<file path="src/rtl/dma_arb_pkg.sv">
package dma_arb_pkg;
  // Command word layout decoded by this arbiter
  localparam int CMD_W           = 8;
  localparam int CMD_DISABLE_BIT = 2;
  localparam int CMD_ROTATE_BIT  = 4;
  localparam int CMD_ACT_LOW_BIT = 6;
endpackage

</file>
<file path="src/rtl/dma_req_cond.sv">
module dma_req_cond #(
  parameter int N = 4
) (
  input  logic [N-1:0] req_i,
  input  logic [N-1:0] mask_i,
  input  logic         act_low_i,
  output logic [N-1:0] pend_o
);
  // Per-channel polarity correction then masking
  for (genvar ch = 0; ch < N; ch++) begin : g_ch
    logic active;
    assign active     = act_low_i ? ~req_i[ch] : req_i[ch];
    assign pend_o[ch] = active & ~mask_i[ch];
  end
endmodule

</file>
<file path="src/rtl/dma_prio_pick.sv">
module dma_prio_pick #(
  parameter int N  = 4,
  parameter int IW = $clog2(N)
) (
  input  logic [N-1:0]  pend_i,
  input  logic          rotate_i,
  input  logic [IW-1:0] last_i,
  output logic          valid_o,
  output logic [IW-1:0] win_o
);
  localparam logic [IW-1:0] LAST_CH = IW'(N - 1);

  logic [IW-1:0] start;

  // First channel searched: 0 for fixed order, one past last for rotating
  always_comb begin
    if (!rotate_i)             start = '0;
    else if (last_i == LAST_CH) start = '0;
    else                        start = last_i + 1'b1;
  end

  // Walk the order from its far end so the nearest pending channel wins
  always_comb begin
    win_o   = '0;
    valid_o = |pend_i;
    for (int k = N - 1; k >= 0; k--) begin
      int s;
      s = int'(start) + k;
      if (s >= N) s = s - N;
      if (pend_i[s]) win_o = IW'(s);
    end
  end
endmodule

</file>
<file path="src/rtl/dma_arb_regs.sv">
module dma_arb_regs #(
  parameter int N  = 4,
  parameter int IW = $clog2(N)
) (
  input  logic          clk,
  input  logic          rst,
  input  logic          idle_i,
  input  logic          disable_i,
  input  logic          valid_i,
  input  logic [IW-1:0] win_i,
  output logic          hold_o,
  output logic [IW-1:0] grant_o,
  output logic [IW-1:0] last_o
);
  localparam logic [IW-1:0] LAST_RST = IW'(N - 1);

  always_ff @(posedge clk) begin
    if (rst) begin
      hold_o  <= 1'b0;
      grant_o <= '0;
      last_o  <= LAST_RST;
    end else if (idle_i) begin
      if (disable_i || !valid_i) begin
        hold_o <= 1'b0;
      end else begin
        hold_o  <= 1'b1;
        grant_o <= win_i;
        last_o  <= win_i;
      end
    end
  end


  busy_freeze_chk: assert property (@(posedge clk) disable iff (rst)
    !idle_i |=> ($stable(hold_o) && $stable(grant_o) && $stable(last_o)));


  disabled_no_hold_chk: assert property (@(posedge clk) disable iff (rst)
    (idle_i && disable_i) |=> (!hold_o && $stable(grant_o) && $stable(last_o)));


  empty_no_hold_chk: assert property (@(posedge clk) disable iff (rst)
    (idle_i && !disable_i && !valid_i) |=> (!hold_o && $stable(last_o)));


  grant_records_last_chk: assert property (@(posedge clk) disable iff (rst)
    (idle_i && !disable_i && valid_i) |=> (hold_o && grant_o == last_o));
endmodule

</file>
<file path="src/rtl/dma_req_arbiter.sv">
module dma_req_arbiter
  import dma_arb_pkg::*;
#(
  parameter int N  = 4,
  parameter int IW = $clog2(N)
) (
  input  logic             clk,
  input  logic             rst,
  input  logic [N-1:0]     req_i,
  input  logic [N-1:0]     mask_i,
  input  logic [CMD_W-1:0] cmd_i,
  input  logic             idle_i,
  output logic             hold_o,
  output logic [IW-1:0]    grant_o,
  output logic [IW-1:0]    last_o
);
  logic [N-1:0]  pend_w;
  logic          valid_w;
  logic [IW-1:0] win_w;
  logic          unused_cmd_bits;

  assign unused_cmd_bits = ^cmd_i;

  dma_req_cond #(.N(N)) u_cond (
    .req_i     (req_i),
    .mask_i    (mask_i),
    .act_low_i (cmd_i[CMD_ACT_LOW_BIT]),
    .pend_o    (pend_w)
  );

  dma_prio_pick #(.N(N), .IW(IW)) u_pick (
    .pend_i   (pend_w),
    .rotate_i (cmd_i[CMD_ROTATE_BIT]),
    .last_i   (last_o),
    .valid_o  (valid_w),
    .win_o    (win_w)
  );

  dma_arb_regs #(.N(N), .IW(IW)) u_regs (
    .clk       (clk),
    .rst       (rst),
    .idle_i    (idle_i),
    .disable_i (cmd_i[CMD_DISABLE_BIT]),
    .valid_i   (valid_w),
    .win_i     (win_w),
    .hold_o    (hold_o),
    .grant_o   (grant_o),
    .last_o    (last_o)
  );


  winner_was_pending_chk: assert property (@(posedge clk) disable iff (rst)
    (idle_i && !cmd_i[CMD_DISABLE_BIT] && valid_w) |=> (($past(pend_w) >> grant_o) & N'(1)) != '0);


  fixed_lowest_wins_chk: assert property (@(posedge clk) disable iff (rst)
    (idle_i && !cmd_i[CMD_DISABLE_BIT] && !cmd_i[CMD_ROTATE_BIT] && valid_w)
      |=> (($past(pend_w) & ~({N{1'b1}} << grant_o)) == '0));
endmodule

</file>
<file path="config.mk">
export PLATFORM = sky130hd
export DESIGN_NAME = dma_req_arbiter
export DESIGN_NICKNAME = d
export VERILOG_FILES = /design/src/rtl/dma_arb_pkg.sv /design/src/rtl/dma_req_cond.sv /design/src/rtl/dma_prio_pick.sv /design/src/rtl/dma_arb_regs.sv /design/src/rtl/dma_req_arbiter.sv
export SDC_FILE = /design/constraint.sdc
export NUM_CORES = 1
export LEC_CHECK = 0
export ABC_AREA = 1
export BUFFER_PORTS_ARGS = -buffer_cell sky130_fd_sc_hd__buf_2
export CAP_MARGIN = 20
export CELL_PAD_IN_SITES_DETAIL_PLACEMENT = 0
export CELL_PAD_IN_SITES_GLOBAL_PLACEMENT = 1
export CORE_MARGIN = 1
export CORE_UTILIZATION = 30
export CTS_BUF_LIST = sky130_fd_sc_hd__clkbuf_16
export DETAILED_ROUTE_END_ITERATION = 10
export GPL_TIMING_DRIVEN = 0
export PLACE_DENSITY = 0.85
export REMOVE_ABC_BUFFERS = 1
export SLEW_MARGIN = 20
export SYNTH_ARGS = -nofsm -noshare
export SYNTH_HDL_FRONTEND = slang
export SYNTH_SLANG_ARGS = --single-unit
</file>
<file path="constraint.sdc">
create_clock -name clk -period 4 [get_ports clk]
set_input_delay 0.6 -clock clk [delete_from_list [all_inputs] [get_ports clk]]
set_output_delay 0.6 -clock clk [all_outputs]
set_load 0.005 [all_outputs]
</file>
# Yosys cells after proc, flatten, opt, wreduce, memory -nomap -nowiden
# Index checks and enable logic that the tools add are counted.
# classes
n_addsub	8
magnitude_cmp	8
n_eq_ne	1
muxes	27
bitwise	13
reduce_logical	4
# ops
operator	count
less-than comparator 32 x 4 -> 1 bit (second input constant)	4
2-to-1 mux 32 bit	4
greater-or-equal comparator 32 x 4 -> 1 bit (second input constant)	3
subtractor 32 x 4 -> 32 bit (second input constant)	3
2-to-1 mux 1 bit	13
2-to-1 mux 2 bit	6
NOT 1 bit	9
binary-select mux 1 bit (select 2 bit)	4
adder 2 x 2 -> 3 bit (second input constant)	2
AND 1 bit	4
OR reduction 4 bit	1
subtractor 2 x 3 -> 4 bit (second input constant)	1
adder 2 x 1 -> 3 bit (second input constant)	1
greater-or-equal comparator 2 x 3 -> 1 bit (second input constant)	1
adder 2 x 1 -> 2 bit (second input constant)	1
equality test 2 bit (second input constant)	1
AND reduction 2 bit	1
logical NOT 1 bit	1
logical OR 1 bit	1
# word_totals
ff_bits	5
in_bits	19
word_cells	64

# Longest topological paths before layout
# logic_depth
depth_word	13
depth_mapped	13

# Hierarchy
# Synthesis repeated with hierarchy kept, for this count alone.
# unflattened
hier_cells	98
hier_area_um2	551.8
# by_module_without_submodules
module	instances	cells_each	area_per_inst_um2	seq_area_each_um2
dma_prio_pick	1	56	275.3	0.0
dma_arb_regs	1	21	177.7	100.1
dma_req_cond	1	21	98.8	0.0

# Worst setup path after synthesis
# No wires, ideal clock.
# synth_timing
kind	input-to-reg
from	in cmd_i[4]
to	reg u_regs.grant_o[0]
arrival_time_ns	1.344
required_time_ns	3.885
path_slack_ns	2.541
cell_stages	11
cell_sequence	nand2_2 a21oi_1 nand3_1 nand2_1 inv_1 nand2_1 nand2_1 nand2_1 nand2_1 nand2_1 a21oi_2
# synth_via
elab_chain_len	11
elab_cells_between_ends	32
cone_classes	7 x add/sub; 4 x order compare; 21 x mux
# synth_rtl
element	line_no	text
start, declared	dma_req_arbiter.sv:11	input logic [CMD_W-1:0] cmd_i,
2-to-1 mux 2 bit *	dma_prio_pick.sv:17	if (!rotate_i) start = '0;
adder 2 x 2 -> 3 bit	dma_prio_pick.sv:28	s = int'(start) + k;
subtractor 32 x 4 -> 32 bit / greater-or-equal comparator 32 x 4 -> 1 bit (equally long branches)	dma_prio_pick.sv:29	if (s >= N) s = s - N;
2-to-1 mux 32 bit	dma_prio_pick.sv:29	
binary-select mux 1 bit (select 2 bit)	dma_prio_pick.sv:30	if (pend_i[s]) win_o = IW'(s);
2-to-1 mux 1 bit (implied by the code) (2 in series)	dma_prio_pick.sv:30	
2-to-1 mux 2 bit (3 in series)	dma_prio_pick.sv:30	
2-to-1 mux 2 bit *	dma_prio_pick.sv:30	
end signal, assigned	dma_arb_regs.sv:27	grant_o <= win_i;
end, declared	dma_arb_regs.sv:12	output logic [IW-1:0] grant_o,
# Every way passes the cells marked *; elsewhere a longest branch is shown, timed or not. The select of a mux whose other input is x is not followed.
# A chain may end at the register's enable or synchronous reset.

# Final worst setup path
# Ends and elaborated chain as after synthesis.

==> flow_summary_export.csv <==
group,metric,value,unit
die,start_util,32.4,%
critical_path,path_cells,"buf_2 > nand2_2 > a21oi_1 > nand3_1 > nand2_1 > inv_1 > nand2_1 > nand2_1 > nand2_1 > nand2_1 > nand2_1 > a21oi_2",
synthesis,syn_area,494,sq um
synthesis,ys_types,16,
clock_tree,cts-root-buf,"clkbuf_16",
route,drt_wl_total,1080,um
clock_tree,cts_made_buffers,3,
critical_path,critPathLaunchType,"input pin",
power,pwr_density_cell,404,nW/um^2
timing,rsz0062_at_grt,"false",
critical_path,r2r_cells,13,
placed_design,post-place-ws,2270,ps
job,max-cap-violations,0,
synthesis,yosysSeqAreaShare,20.3,%
timing,setup_viol,0,
synthesis,avgSynthCellArea,5.68,sq um
grt,grt_start_max_net_pins,10,
synthesis,syn-instance-count,87,
die,io_pins,24,
grt,antenna_found_initial,0,
power,p_seq_share,20.6,%
clock_tree,cts_sinks,5,
cells_and_area,drive_gt1_share,35.8,%
route,drc,0,
grt,grt_usage,14.7,%
timing,setup_ws,2500,ps
critical_path,path_max_fanout,5,
placed_design,gp_congestion,0.731,
die,fp.dieH,42.6,um
power,internal_power,0.000207,W
timing,finalCritPeriodShare,37.6,%
timing,fin_crit,1500,ps
grt,overflow,0,
power,clkPwrFrac,58.1,%
route,vias,584,
clock_tree,cts_tree,"yes",
timing,tns,0,ps
hold_path,worstHoldPathType,"flop to flop",
critical_path,crit_type,"input pin to flop",
placed_design,numPortBuffers,18,
clock_tree,htreeDepth,1,
cells_and_area,num-nets-final,129,
power,p_leak,0.413,nW
route,drt_first_iter_violations,10,
cells_and_area,final_cell_mix,"nand2_1 (32), buf_2 (18), inv_1 (14), nand3_1 (7), nand2_2 (6)",
grt,grt_pass1_vias,574,
timing,hold_violations,0,
cells_and_area,final_common_cell,"nand2_1",
placed_design,place_hpwl,909,um
timing,relSlewSlack,86.4,%
grt,grt_pass1_wl,2120,um
route,drt-wirelength-per-cell,8.65,um
die,core,1520,sq um
timing,fmax,665,MHz
cells_and_area,syn_to_final_growth,38.2,%
power,peakVddDrop,0.248,mV
die,chipWidth,42.6,um
power,swShare,25.1,%
timing,worst_pin_slew,204,ps
clock_tree,clockBufferDepth,2,
die,die_area,1810,sq um
run_status,status,"finished clean",
critical_path,crit_top_cell,"nand2_1",
timing,final_max_slew_viol_count,0,
power,power_switching,0.0000694,W
clock_tree,cts_setup_buffers,0,
critical_path,crit_slowest_cell,"a21oi_1",
power,combPwrFrac,21.3,%
timing,finClkSkew,0.863,ps
critical_path,worstPathRequired,4110,ps
clock_tree,path_clk_slew,30,ps
critical_path,worstPathArrival,1620,ps
critical_path,slowest_delay,200,ps
die,num_rows,14,
synthesis,yosys_warnings,0,
route,drt_pre_antenna_iters,5,
route,viasPerCell,4.67,
hold_path,min_delay_path_depth,2,
route,postRouteAntennaNets,0,
synthesis,ys_seq_elements,5,
clock_tree,cts_hold_buf,0,
clock_tree,post_cts_resized,0,
clock_tree,clkLatencyLatePin,220,ps
critical_path,cp-end-kind,"flop",
cells_and_area,antenna_cells,0,
==> state kept, by name (all words and copies together), names as in the netlist <==
name,flops
u_regs.last_o,2
u_regs.grant_o,2
u_regs.hold_o,1
==> worst max-delay path: cells and delay by family <==
kind | cells | cell delay (ps)
AND/OR/NAND/NOR | 8 | 590
AO/OA/AOI/OAI | 2 | 250
buffers and inverters | 2 | 170
==> layout make-up <==
class                           count  area (sq um)
Inverter                           16          60.1
Clock inverter                      1          3.75
Tap cell                           16          20.0
Clock buffer                        3          75.1
Timing Repair Buffer               18          90.1
Sequential cell                     5           100
Multi-Input combinational cell     66           334
Fill cell                         164           841
==> cell families after synthesis <==
family,synth area share [%]
AND/OR/NAND/NOR,54.9
buffers and inverters,12.2
flip-flops,20.3
AO/OA/AOI/OAI,12.7
==> stage by stage <==
stage          util (%)  instance area (sq um)  cells  hold slack (ps)   power, W
2_1_floorplan         -                    494     87              454  0.0000984
3_3_place_gp       39.7                    604    121              452   0.000116
3_5_place_dp       39.7                    604    121              455   0.000117
4_1_cts            44.8                    683    125              471   0.000278
5_1_grt            44.8                    683    125              504   0.000290
6_report           44.8                    683    125              470   0.000276
==> cells in the mapped netlist <==
cell / number / share of area, %
o21ai_2: 1 / 1.8
nand2_1: 32 / 24
nand3_2: 4 / 8.1
inv_1: 13 / 9.9
nand4_1: 1 / 1.3
nand2_2: 6 / 7.6
a21oi_1: 5 / 5.1
nor2_1: 4 / 3.0
inv_2: 3 / 2.3
nor2_2: 1 / 1.3
nand2_4: 1 / 2.3
nand3_1: 7 / 7.1
o21ai_1: 1 / 1.0
dfxtp_1: 5 / 20
a21oi_2: 2 / 3.5
a31oi_1: 1 / 1.3
==> layer usage <==
metal	track usage, %	up-vias	routed length [um]
li1	-	315	-
met1	18.2	255	504
met2	24.9	14	533
met3	3.88	0	44
met4	3.75	0	0
met5	0	-	0
==> worst paths after layout <==
path	from	end	slack, ps
setup / recovery	cmd_i[4]	u_regs.grant_o[0]$_SDFFE_PP0P_	2500
hold / removal	u_regs.grant_o[1]$_SDFFE_PP0P_	u_regs.grant_o[1]$_SDFFE_PP0P_	470
setup reg to reg	u_regs.last_o[0]$_SDFFE_PP1P_	u_regs.grant_o[0]$_SDFFE_PP0P_	2550
hold reg to reg	u_regs.grant_o[1]$_SDFFE_PP0P_	u_regs.grant_o[1]$_SDFFE_PP0P_	470
==> power groups by stage <==
stage	clock network, W	logic (W)	registers, W
2_1_floorplan	0	0.0000407	0.0000577
3_3_place_gp	0	0.0000583	0.0000575
3_5_place_dp	0	0.0000591	0.0000576
4_1_cts	0.000161	0.0000596	0.0000570
5_1_grt	0.000163	0.0000690	0.0000576
6_report	0.000160	0.0000588	0.0000569
No activity file was read; power rests on OpenSTA's default activity.
